$ cat src/rtl/lsr_pkg.sv
package lsr_pkg;
  typedef struct packed {
    logic brk;
    logic frm;
    logic par;
  } err_tag_t;

  function automatic logic tag_has_err(input err_tag_t t);
    return t.brk | t.frm | t.par;
  endfunction

  function automatic logic [15:0] err_count_next(input logic [15:0] cnt,
                                                 input logic inc,
                                                 input logic dec);
    return cnt + {15'd0, inc} - {15'd0, dec};
  endfunction
endpackage

$ cat src/rtl/lsr_tx_flags.sv
module lsr_tx_flags (
  input  logic clk,
  input  logic rst_n,
  input  logic fifo_mode,
  input  logic thr_wr,
  input  logic tx_fifo_empty,
  input  logic tsr_load,
  input  logic tsr_done,
  input  logic thr_irq_en,
  output logic thre,
  output logic temt,
  output logic tx_irq
);
  logic hold_full_q;
  logic tsr_busy_q;
  wire  hold_write_ev = thr_wr & ~fifo_mode;
  wire  hold_drain_ev = tsr_load & ~thr_wr & ~fifo_mode;

  always_ff @(posedge clk or negedge rst_n) begin
    if (!rst_n) begin
      hold_full_q <= 1'b0;
      tsr_busy_q  <= 1'b0;
    end else begin
      if (fifo_mode)          hold_full_q <= 1'b0;
      else if (hold_write_ev) hold_full_q <= 1'b1;
      else if (hold_drain_ev) hold_full_q <= 1'b0;
      if (tsr_load)           tsr_busy_q  <= 1'b1;
      else if (tsr_done)      tsr_busy_q  <= 1'b0;
    end
  end

  assign thre   = fifo_mode ? tx_fifo_empty : ~hold_full_q;
  assign temt   = thre & ~tsr_busy_q;
  assign tx_irq = thre & thr_irq_en;

  assert_write_fills_R2: assert property (@(posedge clk) disable iff (!rst_n)
    hold_write_ev |=> hold_full_q);
  assert_drain_empties_R2: assert property (@(posedge clk) disable iff (!rst_n)
    hold_drain_ev |=> !hold_full_q);
  assert_load_blocks_temt_R4: assert property (@(posedge clk) disable iff (!rst_n)
    tsr_load |=> !temt);
endmodule

$ cat src/rtl/lsr_rx_tags.sv
module lsr_rx_tags #(
  parameter int DEPTH = 8
) (
  input  logic             clk,
  input  logic             rst_n,
  input  logic             rx_push,
  input  lsr_pkg::err_tag_t rx_tag,
  input  logic             rx_pop,
  input  logic             lsr_rd,
  output lsr_pkg::err_tag_t head_tag,
  output logic             err_any
);
  import lsr_pkg::*;
  localparam int AW = (DEPTH > 1) ? $clog2(DEPTH) : 1;
  localparam int CW = $clog2(DEPTH + 1);

  err_tag_t        mem [DEPTH];
  logic [AW-1:0]   wr_ptr, rd_ptr;
  logic [CW-1:0]   fill_q, err_cnt_q, err_cnt_n;
  logic            any_q;

  wire fifo_empty = (fill_q == '0);
  wire fifo_full  = (fill_q == CW'(DEPTH));
  wire pop_ok     = rx_pop & ~fifo_empty;
  wire push_ok    = rx_push & (~fifo_full | pop_ok);
  wire err_in_ev  = push_ok & tag_has_err(rx_tag);
  wire err_out_ev = pop_ok & tag_has_err(mem[rd_ptr]);

  function automatic logic [AW-1:0] ptr_inc(input logic [AW-1:0] p);
    return (p == AW'(DEPTH - 1)) ? '0 : p + 1'b1;
  endfunction

  assign err_cnt_n = CW'(err_count_next(16'(err_cnt_q), err_in_ev, err_out_ev));

  always_ff @(posedge clk) begin
    if (push_ok) mem[wr_ptr] <= rx_tag;
  end

  always_ff @(posedge clk or negedge rst_n) begin
    if (!rst_n) begin
      wr_ptr    <= '0;
      rd_ptr    <= '0;
      fill_q    <= '0;
      err_cnt_q <= '0;
      any_q     <= 1'b0;
    end else begin
      if (push_ok) wr_ptr <= ptr_inc(wr_ptr);
      if (pop_ok)  rd_ptr <= ptr_inc(rd_ptr);
      fill_q    <= fill_q + CW'(push_ok) - CW'(pop_ok);
      err_cnt_q <= err_cnt_n;
      any_q     <= (any_q & ~lsr_rd) | (err_cnt_n != '0);
    end
  end

  assign head_tag = fifo_empty ? '0 : mem[rd_ptr];
  assign err_any  = any_q;

  assert_no_overflow_R7: assert property (@(posedge clk) disable iff (!rst_n)
    fill_q <= CW'(DEPTH));
  assert_errcnt_bound_R8: assert property (@(posedge clk) disable iff (!rst_n)
    err_cnt_q <= fill_q);
  assert_sticky_holds_R8: assert property (@(posedge clk) disable iff (!rst_n)
    (err_cnt_q != '0) && !lsr_rd |=> err_any);
  assert_read_clears_R9: assert property (@(posedge clk) disable iff (!rst_n)
    lsr_rd && !rx_push && (err_cnt_q == '0) |=> !err_any);
  assert_empty_head_clean_R6: assert property (@(posedge clk) disable iff (!rst_n)
    fifo_empty |-> !tag_has_err(head_tag));
endmodule

$ cat src/rtl/uart_line_status.sv
module uart_line_status #(
  parameter int DEPTH = 8
) (
  input  logic       clk,
  input  logic       rst_n,
  input  logic       fifo_mode,
  input  logic       thr_wr,
  input  logic       tx_fifo_empty,
  input  logic       tsr_load,
  input  logic       tsr_done,
  input  logic       thr_irq_en,
  input  logic       rx_push,
  input  logic [2:0] rx_tag,
  input  logic       rx_pop,
  input  logic       lsr_rd,
  output logic       thre,
  output logic       temt,
  output logic       err_par,
  output logic       err_frm,
  output logic       err_brk,
  output logic       err_any,
  output logic       tx_irq
);
  import lsr_pkg::*;
  err_tag_t head_tag;

  lsr_tx_flags u_tx (
    .clk(clk), .rst_n(rst_n), .fifo_mode(fifo_mode), .thr_wr(thr_wr),
    .tx_fifo_empty(tx_fifo_empty), .tsr_load(tsr_load), .tsr_done(tsr_done),
    .thr_irq_en(thr_irq_en), .thre(thre), .temt(temt), .tx_irq(tx_irq)
  );

  lsr_rx_tags #(.DEPTH(DEPTH)) u_rx (
    .clk(clk), .rst_n(rst_n), .rx_push(rx_push), .rx_tag(err_tag_t'(rx_tag)),
    .rx_pop(rx_pop), .lsr_rd(lsr_rd), .head_tag(head_tag), .err_any(err_any)
  );

  assign err_par = head_tag.par;
  assign err_frm = head_tag.frm;
  assign err_brk = head_tag.brk;

  assert_irq_needs_thre_R5: assert property (@(posedge clk) disable iff (!rst_n)
    tx_irq |-> temt || thre);
endmodule

$ cat config.mk
export PLATFORM = sky130hd
export DESIGN_NAME = uart_line_status
export DESIGN_NICKNAME = d
export VERILOG_FILES = /design/src/rtl/lsr_pkg.sv /design/src/rtl/lsr_tx_flags.sv /design/src/rtl/lsr_rx_tags.sv /design/src/rtl/uart_line_status.sv
export SDC_FILE = /design/constraint.sdc
export NUM_CORES = 1
export LEC_CHECK = 0
export BUFFER_PORTS_ARGS = -buffer_cell sky130_fd_sc_hd__buf_2
export CORE_MARGIN = 1
export CORE_UTILIZATION = 50
export CTS_CLUSTER_DIAMETER = 50
export DETAILED_ROUTE_END_ITERATION = 6
export GPL_TIMING_DRIVEN = 0
export PLACE_DENSITY_LB_ADDON = 0.05
export SYNTH_ARGS = -nofsm -noshare
export SYNTH_HDL_FRONTEND = slang
export SYNTH_SLANG_ARGS = --single-unit
export TNS_END_PERCENT = 100
$ cat constraint.sdc
create_clock -name clk -period 2.6 [get_ports clk]
set_input_delay 0.39 -clock clk [delete_from_list [all_inputs] [get_ports clk]]
set_output_delay 0.39 -clock clk [all_outputs]
set_load 0.01 [all_outputs]
* Yosys cells after proc, flatten, opt, wreduce, memory -nomap -nowiden
Memories as Yosys holds them, arrays and structs flattened.
Index checks and enable logic that the tools add are counted.
** Word-level totals
- Register bits :: 17
- Memory bits (writable) :: 24
- Input port bits :: 14
- Output and inout port bits :: 7
- Logic and storage cells :: 55
- Memories :: 1
** Memory list
- u_rx.mem :: words 8, bits a word 3, rd ports 1, clocked after Yosys merged registers in 0, write ports 1, line lsr_rx_tags.sv:17 : err_tag_t mem [DEPTH];
** Operators by class
- Add/subtract/negate cells :: 6
- Eq/ne operators :: 3
- Mux-type cells :: 11
- Bitwise operators :: 23
- Reductions and logical operators :: 4
** Operator list (number)
- 1-bit bitwise AND :: 10
- 3-bit two-way mux :: 3
- 4-bit by 1-bit adder with 4-bit output :: 2
- 1-bit two-way mux :: 8
- 4-bit by 1-bit subtractor with 4-bit output :: 2
- 1-bit inverter :: 7
- 3-bit by 1-bit adder with 3-bit output, second input constant :: 2
- 3-bit equality test, second input constant :: 2
- 1-bit OR :: 6
- 4-bit equality test, second input constant :: 1
- 4-bit zero test :: 1
- 4-bit nonzero test :: 1
- 3-bit nonzero test :: 1
- 2-bit nonzero test :: 1

* Logic depth before layout (Yosys ltp)
Gate-level depths: netlist of the first run.
- Depth in word-level cells :: 10
- Depth in mapped cells :: 13
- Gate-level depth less buffers :: 13

* Hierarchy
Synthesis of the first run repeated with hierarchy kept, for this count alone.
** Unflattened totals
- Cells, all modules :: 141
- Area, all modules :: 1973.1 um2
** By module, submodules not included
- lsr_rx_tags :: instances 1, cells each 129, area each 1848.0 um2, seq. area each 1096.1 um2
- lsr_tx_flags :: instances 1, cells each 12, area each 125.1 um2, seq. area each 50.0 um2

* Worst setup path before layout of the first run
Ideal clock, no wire load.
- Kind :: register to register
- Start point :: register u_rx.rd_ptr[1]
- End point :: register u_rx.any_q (netlist: u_rx.err_any)
- Setup time :: 0.131 ns
- Arrival time :: 2.738 ns
- Required time :: 2.469 ns
- Setup slack :: -0.270 ns
- Stages on the path, launching flop included :: 13
- Path buffers :: 1
- Clock period less this slack :: 2.870 ns
- Cells stage by stage :: dfrtp_1 buf_6 mux4_2 mux2i_1 a31oi_1 ha_1 inv_1 ha_1 inv_1 fa_1 inv_1 a211o_1 or3_1
** Between the ends
- Cells in the longest elaborated chain, start to end :: 7
** Ends and longest elaborated chain
- from (decl) :: line lsr_rx_tags.sv:18 : logic [AW-1:0] wr_ptr, rd_ptr;
- from (signal assigned) :: line lsr_rx_tags.sv:48 : if (pop_ok) rd_ptr <= ptr_inc(rd_ptr);
- memory read 8 x 3 bit (*)
- 1-bit OR :: line lsr_pkg.sv:9 : return t.brk | t.frm | t.par;
- 1-bit OR (*) :: line lsr_pkg.sv:9
- 1-bit bitwise AND (*) :: line lsr_rx_tags.sv:27 : wire err_out_ev = pop_ok & tag_has_err(mem[rd_ptr]);
- 4-bit by 1-bit subtractor with 4-bit output (*) :: line lsr_pkg.sv:15 : return cnt + {15'd0, inc} - {15'd0, dec};
- named net u_rx.err_cnt_n[1] :: line lsr_rx_tags.sv:19 : logic [CW-1:0] fill_q, err_cnt_q, err_cnt_n;
- 4-bit nonzero test (*) :: line lsr_rx_tags.sv:51 : any_q <= (any_q & ~lsr_rd) | (err_cnt_n != '0);
- 1-bit OR (*) :: line lsr_rx_tags.sv:51
- to (signal assigned) :: line lsr_rx_tags.sv:51
- to (decl) :: line lsr_rx_tags.sv:20 : logic any_q;
Mark *: on every way through the listed nets, which the timed path passes. The rest lies on a longest branch.
A chain may end at the register's enable or synchronous reset.

* Worst setup path in the final report of the first run
Same ends and word-level chain as after synthesis.

==> metrics.log, run 1 <==
[metrics] final slew viol count: 0
[metrics] cts bufs inserted: 5
[metrics] register area share after synthesis: 0.589
[metrics] total track usage: 0.189
[metrics] fraction of the mapped netlist area in adder cells: 0.111
[metrics] arrival time at the worst endpoint: between 3 and 4 ns
[metrics] final cycle utilization of the critical path: 1.17
[metrics] maximum number of pins on one net before global-route repair: 18
[metrics] Cells after Synth: around 140
[metrics] Post-Syn Nets: about 170
[metrics] area fraction in compound gates after synthesis: 0.0276
[metrics] cell chosen for the clock root: clkbuf_8
[metrics] post-synthesis register bit count: 41
[metrics] Sequential cell area: around 1100 um2
[metrics] worst-path maximum fanout: 7
[metrics] CP max stage delay: ~0.52 ns
[metrics] die width: 64.4 um
[metrics] initial cell density of the core: 0.528
[metrics] worst reg2reg setup slack: -0.45 ns
[metrics] count of buffers inserted at the top-level ports: 20
[metrics] transition at the pin with the smallest max-transition slack: roughly 0.66 ns
[metrics] routed len/inst: roughly 16 um
[metrics] CTS clock-pin slew for the worst setup and hold paths: ~0.070 ns
[metrics] Final Hold Fails: 0
[metrics] level count of the clock H-tree: 2
[metrics] critical path's slowest cell: mux4_2
[metrics] area inside the core boundary: about 3700 um2
[metrics] full die area: around 4100 um2
[metrics] number of library cell types mapped by synthesis: 26
[metrics] First DRT Iteration DRCs: 22
[metrics] Post-Route WL: ~3500 um
[metrics] layout-stage area growth over the synthesis result: 19.8%
[metrics] critical path class: reg -> reg
[metrics] Max Freq: 328 MHz
[metrics] worst reg2reg startpoint: u_rx.rd_ptr[1]
[metrics] number of warnings reported in the yosys synthesis log: 0
[metrics] Top Family by Delay on Critical Path: adder cells
[metrics] Synth Area in Simple Gates: 0.0713
[metrics] final cell utilization of the core: 0.632
[metrics] Mapped Avg Cell Area: approximately 14 um2
[metrics] Clock Latency Late Sink: about 0.28 ns
[metrics] hold crit path type: in -> async
[metrics] maximum clock skew at final layout: ~0.0057 ns
[metrics] Final Setup Violations: 2
[metrics] CTS max path bufs: 2
[metrics] cell depth of the worst flop-to-flop path: 12
[metrics] first-pass GRT wire length: 5580 um
[metrics] Top FF cell, synth: edfxtp_1
[metrics] multiplexer area fraction after synthesis: 0.125
[metrics] number of antenna cells inserted: 0
[metrics] row count: 22
[metrics] outcome: finished with violations
[metrics] FFs w/ async S/R, synth: 0.415
[metrics] dominant combinational cell family by area after synthesis: multiplexers
[metrics] die outline height: about 64 um
[metrics] max_slew headroom: 0.557
[metrics] slack of the critical path: -0.446 ns
[metrics] detailed-routing iteration count for the pre-antenna-repair pass: 4
[metrics] antenna-violating nets left: 0
[metrics] mapped cell area: between 1500 and 2000 um2
[metrics] worst path bufs/invs: 4
[metrics] number of nets in the layout: ~210
[metrics] number of hold-repair buffers added at the cts stage: 0
[metrics] Tot Pwr: 2.88 mW
[metrics] sinks on the clock net: between 40 and 50
[metrics] setup repair after global routing missed its margin: yes
[metrics] CTS tree: yes
[metrics] post-detailed-placement half-perimeter wirelength: between 2000 and 2500 um
[metrics] Critical Path RT: about 2.8 ns
[metrics] startpoint types: flop
[metrics] Final Wtd Congestion: approximately 0.75
[metrics] Pwr per Cell Area: around 1200 nW/um2
[metrics] type of element capturing the critical path: flop
[metrics] number of vias per cell after detailed routing: about 5.2
[metrics] final global-route overflow total: 0
[metrics] post-route DRC violation count: 0
[metrics] fraction of layout cells with a size suffix above 1: 0.345
[metrics] VDD IR-drop max: about 0.00070 V
[metrics] final-layout fill cell count: 305
[metrics] cell breakdown of the critical path: buf_6 > mux4_2 > mux2i_2 > a31oi_2 > ha_4 > inv_4 > ha_4 > inv_2 > fa_1 > inv_2 > a211o_1 > or3_1
[metrics] I/O pin cnt: 21
[metrics] via count: between 1000 and 1500
[metrics] maximum capacitance violations: 0
[metrics] number of antenna violations at the first check in global routing: 0
[metrics] number of global-route vias before repair: 1199
[metrics] area of the multi-input gates: 762 um2
[metrics] xor-xnor portion of the synthesized cell area: 0.0225
[metrics] Final min period: between 3 and 4 ns
[metrics] leakage: about 1.0 nW
[metrics] number of enable flip-flop cells after synthesis: 24
[metrics] violated checks: setup timing
[metrics] R2R Path End: u_rx.err_any
==> repair_timing <==
item,CTS,global route
setup endpoints to repair,3,4
gates resized for setup,7,8
cloned,0,0
pin swaps,1,3
setup buffers,9,1
==> layout by cell type, fill, tap and decap left out, types with 2 or more instances in the layout <==
master / count
a21o_1: 2
a21oi_1: 2
and2_1: 3
buf_2: 21
buf_4: 10
buf_6: 2
clkbuf_1: 3
clkbuf_8: 5
dfrtp_1: 17
edfxtp_1: 24
fa_1: 2
ha_1: 12
ha_4: 2
inv_1: 18
inv_2: 2
mux2_2: 6
mux2i_4: 2
mux4_2: 6
nand2_1: 3
nand2b_1: 4
nor2_1: 11
nor3_1: 5
xnor2_1: 3
==> cells in the mapped netlist, types with 2 or more instances <==
library cell | instances | share of area
a21o_1 | 2 | 0.0077
a21oi_1 | 2 | 0.0051
and2_1 | 3 | 0.0096
buf_6 | 2 | 0.012
dfrtp_1 | 17 | 0.22
edfxtp_1 | 24 | 0.37
fa_1 | 2 | 0.021
ha_1 | 14 | 0.090
inv_1 | 21 | 0.040
mux2_2 | 6 | 0.035
mux2i_1 | 4 | 0.021
mux4_2 | 6 | 0.069
nand2_1 | 3 | 0.0058
nand2b_1 | 4 | 0.013
nor2_1 | 11 | 0.021
nor3_1 | 5 | 0.013
xnor2_1 | 4 | 0.018
==> through the flow <==
| stage | setup TNS [ns] | worst slack, ns | instance area [um2] | instances | hold WS [ns] |
|---|---|---|---|---|---|
| floorplan | -0.270 | -0.270 | 1950 | 139 | 0.0944 |
| global placement | -0.514 | -0.514 | 2110 | 207 | 0.330 |
| detailed placement | -0.785 | -0.614 | 2110 | 207 | 0.334 |
| CTS | -0.734 | -0.550 | 2270 | 224 | 0.0227 |
| global route | -0.828 | -0.552 | 2330 | 225 | 0.0432 |
| finish | -0.598 | -0.446 | 2330 | 225 | 0.0157 |
==> registers in the layout (all words and copies together) (netlist names) <==
signal	count
u_rx.err_any	1
u_rx.wr_ptr	3
u_tx.hold_full_q	1
u_rx.rd_ptr	3
u_rx.fill_q	4
u_rx.err_cnt_q	4
u_tx.tsr_busy_q	1
u_rx.mem	24
==> layer usage <==
layer,GRT usage,wire (um),vias to the layer above
li1,-,-,555
met1,0.228,1430,582
met2,0.309,1870,25
met3,0.0518,140,10
met4,0.100,65,0
met5,0,0,-
==> how the worst max path moves through the flow <==
stage	startpoint	end	depth (start not counted)
after floorplan	u_rx.rd_ptr[1]	u_rx.err_any	12
after global placement	u_rx.rd_ptr[2]	u_rx.err_any	12
after detailed placement	u_rx.rd_ptr[2]	u_rx.err_any	12
after CTS	u_rx.rd_ptr[1]	u_rx.err_any	12
after global routing	u_rx.rd_ptr[1]	u_rx.err_any	12
final	u_rx.rd_ptr[1]	u_rx.err_any	12
==> report_power, final <==
part           total (mW)  switching, mW  leakage [nW]  internal (mW)
combinational        1.49          0.683         0.547          0.804
clock               0.384          0.194        0.0395          0.191
sequential           1.00          0.117         0.414          0.887
total                2.88          0.995          1.00           1.88
==> layout make-up <==
type | count | share of cell area
Timing Repair Buffer | 30 | 0.0751
Inverter | 21 | 0.0349
Buffer | 3 | 0.0118
Tap cell | 48 | 0.0258
Sequential cell | 41 | 0.491
Multi-Input combinational cell | 74 | 0.327
Clock buffer | 8 | 0.0343
==> kinds of logic after synthesis <==
kind of cell / Yosys count
buf+inv: 24
simple gates: 29
mux: 16
fa+ha+maj: 16
flops: 41
xor+xnor: 5
compound gates: 8
Note: power is estimated with default switching activity, not from simulation.
==> run 2: changes to the inputs <==
SLEW_MARGIN = 20   (was default)
SYNTH_HIERARCHICAL = 1   (was default)
==> metrics.log, run 2 <==
[metrics] Global Route met3 Usage: 0.0634 (+0.0116)
[metrics] top flop regs: u_rx/mem: 24 flops, u_rx/err_cnt_q: 4 flops, u_rx/fill_q: 4 flops
[metrics] number of library cell types mapped by synthesis: 30 (+15%)
[metrics] termination of the worst setup path: u_rx/err_any
[metrics] worst-path maximum fanout: 8 (+1)
[metrics] Commonest cells post-synth: edfxtp_1, inv_1, dfrtp_1, ha_1, nor2_1
[metrics] detailed-routing iteration count for the pre-antenna-repair pass: 4 (unchanged)
[metrics] CTS max path bufs: 2 (unchanged)
[metrics] routed len/inst: 14.8 um (-4.8%)
[metrics] Final Wtd Congestion: 0.758 (+1.2%)
[metrics] Final Setup Violations: 2 (unchanged)
[metrics] startpoint types: flop
[metrics] max_slew headroom: 0.612 (+0.0551)
[metrics] Post-Route WL: 3280 um (-6.5%)
[metrics] CP startpoint: u_rx/rd_ptr[0]
[metrics] maximum number of pins on one net before global-route repair: 18 (unchanged)
[metrics] Sequential cell area: 1150 um2 (unchanged)
[metrics] layout-stage area growth over the synthesis result: 16.2%
[metrics] critical path class: reg -> reg
[metrics] top cell type's share of synthesized area: 0.365 (-0.00493)
[metrics] first-pass GRT wire length: 5420 um (-2.9%)
[metrics] Critical Path RT: 2.77 ns (about the same)
[metrics] violated checks: setup timing
[metrics] die outline height: 64.8 um (+0.65%)
[metrics] number of hold-repair buffers added at the cts stage: 0 (unchanged)
[metrics] number of vias per cell after detailed routing: 5.18 (-0.54%)
[metrics] final cycle utilization of the critical path: 1.21 (+0.0366)
[metrics] leakage: 0.981 nW (-1.9%)
[metrics] First DRT Iteration DRCs: 57 (+160%)
[metrics] met1 demand-to-capacity share in global routing: 0.240 (+0.0123)
[metrics] area of the multi-input gates: 761 um2 (-0.16%)
[metrics] number of warnings reported in the yosys synthesis log: 6 (+6)
[metrics] I/O pin cnt: 21 (unchanged)
[metrics] slack of the critical path: -0.541 ns (-0.0951 ns)
[metrics] Final min period: 3.14 ns (+0.0951 ns)
[metrics] full die area: 4200 um2 (+1.3%)
[metrics] worst reg2reg startpoint: u_rx/rd_ptr[0]
[metrics] Pwr per Cell Area: 1180 nW/um2 (-4.1%)
[metrics] transition at the pin with the smallest max-transition slack: 0.578 ns (-0.0810 ns)
[metrics] post-detailed-placement half-perimeter wirelength: 2390 um (-1.7%)
[metrics] most common cell after layout, fill and taps aside: edfxtp_1
[metrics] row count: 22 (unchanged)
[metrics] post-synthesis register bit count: 41 (unchanged)
[metrics] count of buffers inserted at the top-level ports: 20 (unchanged)
[metrics] post-route DRC violation count: 0 (unchanged)
[metrics] hold crit path type: in -> async
[metrics] worst reg2reg setup slack: -0.54 ns (-0.10 ns)
[metrics] setup repair after global routing missed its margin: yes
[metrics] Mapped Avg Cell Area: 14.0 um2 (about the same)
[metrics] Final Hold Fails: 0 (unchanged)
[metrics] CTS clock-pin slew for the worst setup and hold paths: 0.08 ns (about the same)
[metrics] area inside the core boundary: 3720 um2 (+0.75%)
[metrics] Clock Latency Late Sink: 0.30 ns (+0.02 ns)
[metrics] count leader, synth: edfxtp_1
[metrics] post-synth top area cell: edfxtp_1
[metrics] maximum capacitance violations: 0 (unchanged)
[metrics] Largest register FFs: 24 (unchanged)
[metrics] register area share after synthesis: 0.581 (-0.00784)
[metrics] die width: 64.8 um (+0.65%)
[metrics] number of antenna violations at the first check in global routing: 0 (unchanged)
[metrics] FFs w/ async S/R, synth: 0.415 (unchanged)
[metrics] fraction of layout cells with a size suffix above 1: 0.312 (-0.0325)
[metrics] sinks on the clock net: 41 (unchanged)
[metrics] mapped cell area: 1970 um2 (+1.3%)
[metrics] CTS tree: yes
[metrics] cell chosen for the clock root: clkbuf_8
[metrics] biggest area contributors in the synthesized netlist: edfxtp_1, dfrtp_1, ha_1
[metrics] final slew viol count: 0 (unchanged)
[metrics] met2 Usage GRT: 0.275 (-0.0345)
[metrics] Post-Syn Nets: 171 (+1.2%)
[metrics] VDD IR-drop max: 0.000559 V (-20%)
[metrics] initial cell density of the core: 0.531 (+0.00316)
[metrics] Cells after Synth: 141 (+1.4%)
[metrics] final cell utilization of the core: 0.617 (-0.0151)
[metrics] maximum clock skew at final layout: 0.00589 ns (+0.000151 ns)
[metrics] number of antenna cells inserted: 0 (unchanged)
[metrics] cell depth of the worst flop-to-flop path: 12 (unchanged)
[metrics] type of element capturing the critical path: flop
[metrics] total track usage: 0.183 (-0.00587)
[metrics] outcome: finished with violations
[metrics] peak-usage layer in the global routing report: met2
[metrics] via count: 1145 (-2.3%)
[metrics] antenna-violating nets left: 0 (unchanged)
[metrics] largest register by flop count: u_rx/mem
[metrics] Max Freq: 318 MHz (-3.0%)
[metrics] worst slack at placement: -0.542 ns (+0.0722 ns)
[metrics] arrival time at the worst endpoint: 3.32 ns (+0.11 ns)
[metrics] cts bufs inserted: 5 (unchanged)
[metrics] number of nets in the layout: 202 (-1.9%)
[metrics] final global-route overflow total: 0 (unchanged)
[metrics] top library cells by usage in the layout, fill and taps aside: edfxtp_1, buf_2, inv_1, dfrtp_1, ha_1
[metrics] final-layout fill cell count: 304 (-0.33%)
[metrics] level count of the clock H-tree: 2 (unchanged)
[metrics] number of enable flip-flop cells after synthesis: 24 (unchanged)
[metrics] Top FF cell, synth: edfxtp_1
[metrics] R2R Path End: u_rx/err_any
[metrics] number of global-route vias before repair: 1165 (-2.8%)
[run 2: cell count changes in the layout (fill, tap and decap cells not counted), moves of 2 or more]
cell | before | now
buf_4 | 10 | 4
nand2_1 | 3 | 7
and2_1 | 3 | 0
clkbuf_1 | 3 | 0
mux2_2 | 6 | 3
nor3_1 | 5 | 2
mux2i_2 | 1 | 3
mux2i_4 | 2 | 0
[run 2: area by class of cell]
cell class,count,share of cell area
Clock inverter,3,0.0180
Clock buffer,5,0.0300
Timing Repair Buffer,24,0.0567
Sequential cell,41,0.500
Tap cell,48,0.0262
Inverter,20,0.0327
Buffer,1,0.00491
Multi-Input combinational cell,79,0.332
[run 2: what timing repair did]
item                                   in CTS  in global routing
endpoints found under the hold margin       0                  0
resized for setup                           5                  5
cloned                                      0                  0
pin swaps                                   0                  4
buffers inserted                            1                  3
setup endpoints to repair                   3                  4
[run 2: kinds of logic after synthesis]
kind of cell	count (synthesis)	synth area share
flip-flops	41	0.581
AND/OR/NAND/NOR	33	0.0894
buffers and inverters	21	0.0438
adder cells (fa/ha/maj)	16	0.109
AO/OA/AOI/OAI	13	0.0425
multiplexers	12	0.112
XOR/XNOR	5	0.0222
[run 2: report_power, final]
part,internal [mW],switching [mW]
Clock,0.282,0.223
Sequential,0.878,0.142
Combinational,0.624,0.563
Total,1.78,0.929
[run 2: worst min path at each step]
stage	to	slack [ns]	startpoint	cells past startpoint
2_1_floorplan	u_rx/err_any	0.09	rst_n	0
3_3_place_gp	u_rx/err_cnt_q[3]	0.33	rst_n	1
3_5_place_dp	u_rx/err_cnt_q[2]	0.34	rst_n	1
4_1_cts	u_rx/rd_ptr[1]	0.007	rst_n	1
5_1_grt	u_rx/rd_ptr[1]	0.03	rst_n	1
6_report	u_rx/rd_ptr[1]	0.002	rst_n	1
[run 2: layer usage]
layer / share of wire / vias to the layer above
li1: - / 557
met1: 0.47 / 567
met2: 0.48 / 15
met3: 0.037 / 6
met4: 0.018 / 0
met5: 0 / -
[run 2: per-stage QoR]
stage	hold WS, ns	power [mW]	instances	area, um2	TNS [ns]
detailed placement	0.338	2.03	209	2110	-0.565
floorplan	0.0944	1.76	141	1950	-0.286
global placement	0.331	1.98	209	2110	-0.505
finish	0.00196	2.71	221	2290	-0.566
global route	0.0263	2.94	221	2290	-1.01
CTS	0.00749	2.60	218	2240	-0.526
[run 2: worst max-delay path: stages (launching register included)]
cell and delay (ns):
dfrtp_1 0.37, buf_6 0.16, mux4_2 0.52, mux2i_2 0.21, a31oi_1 0.13, ha_1 0.34, inv_2 0.07, ha_4 0.13
inv_2 0.03, fa_1 0.47, inv_1 0.05, a211o_1 0.21, or3_1 0.32
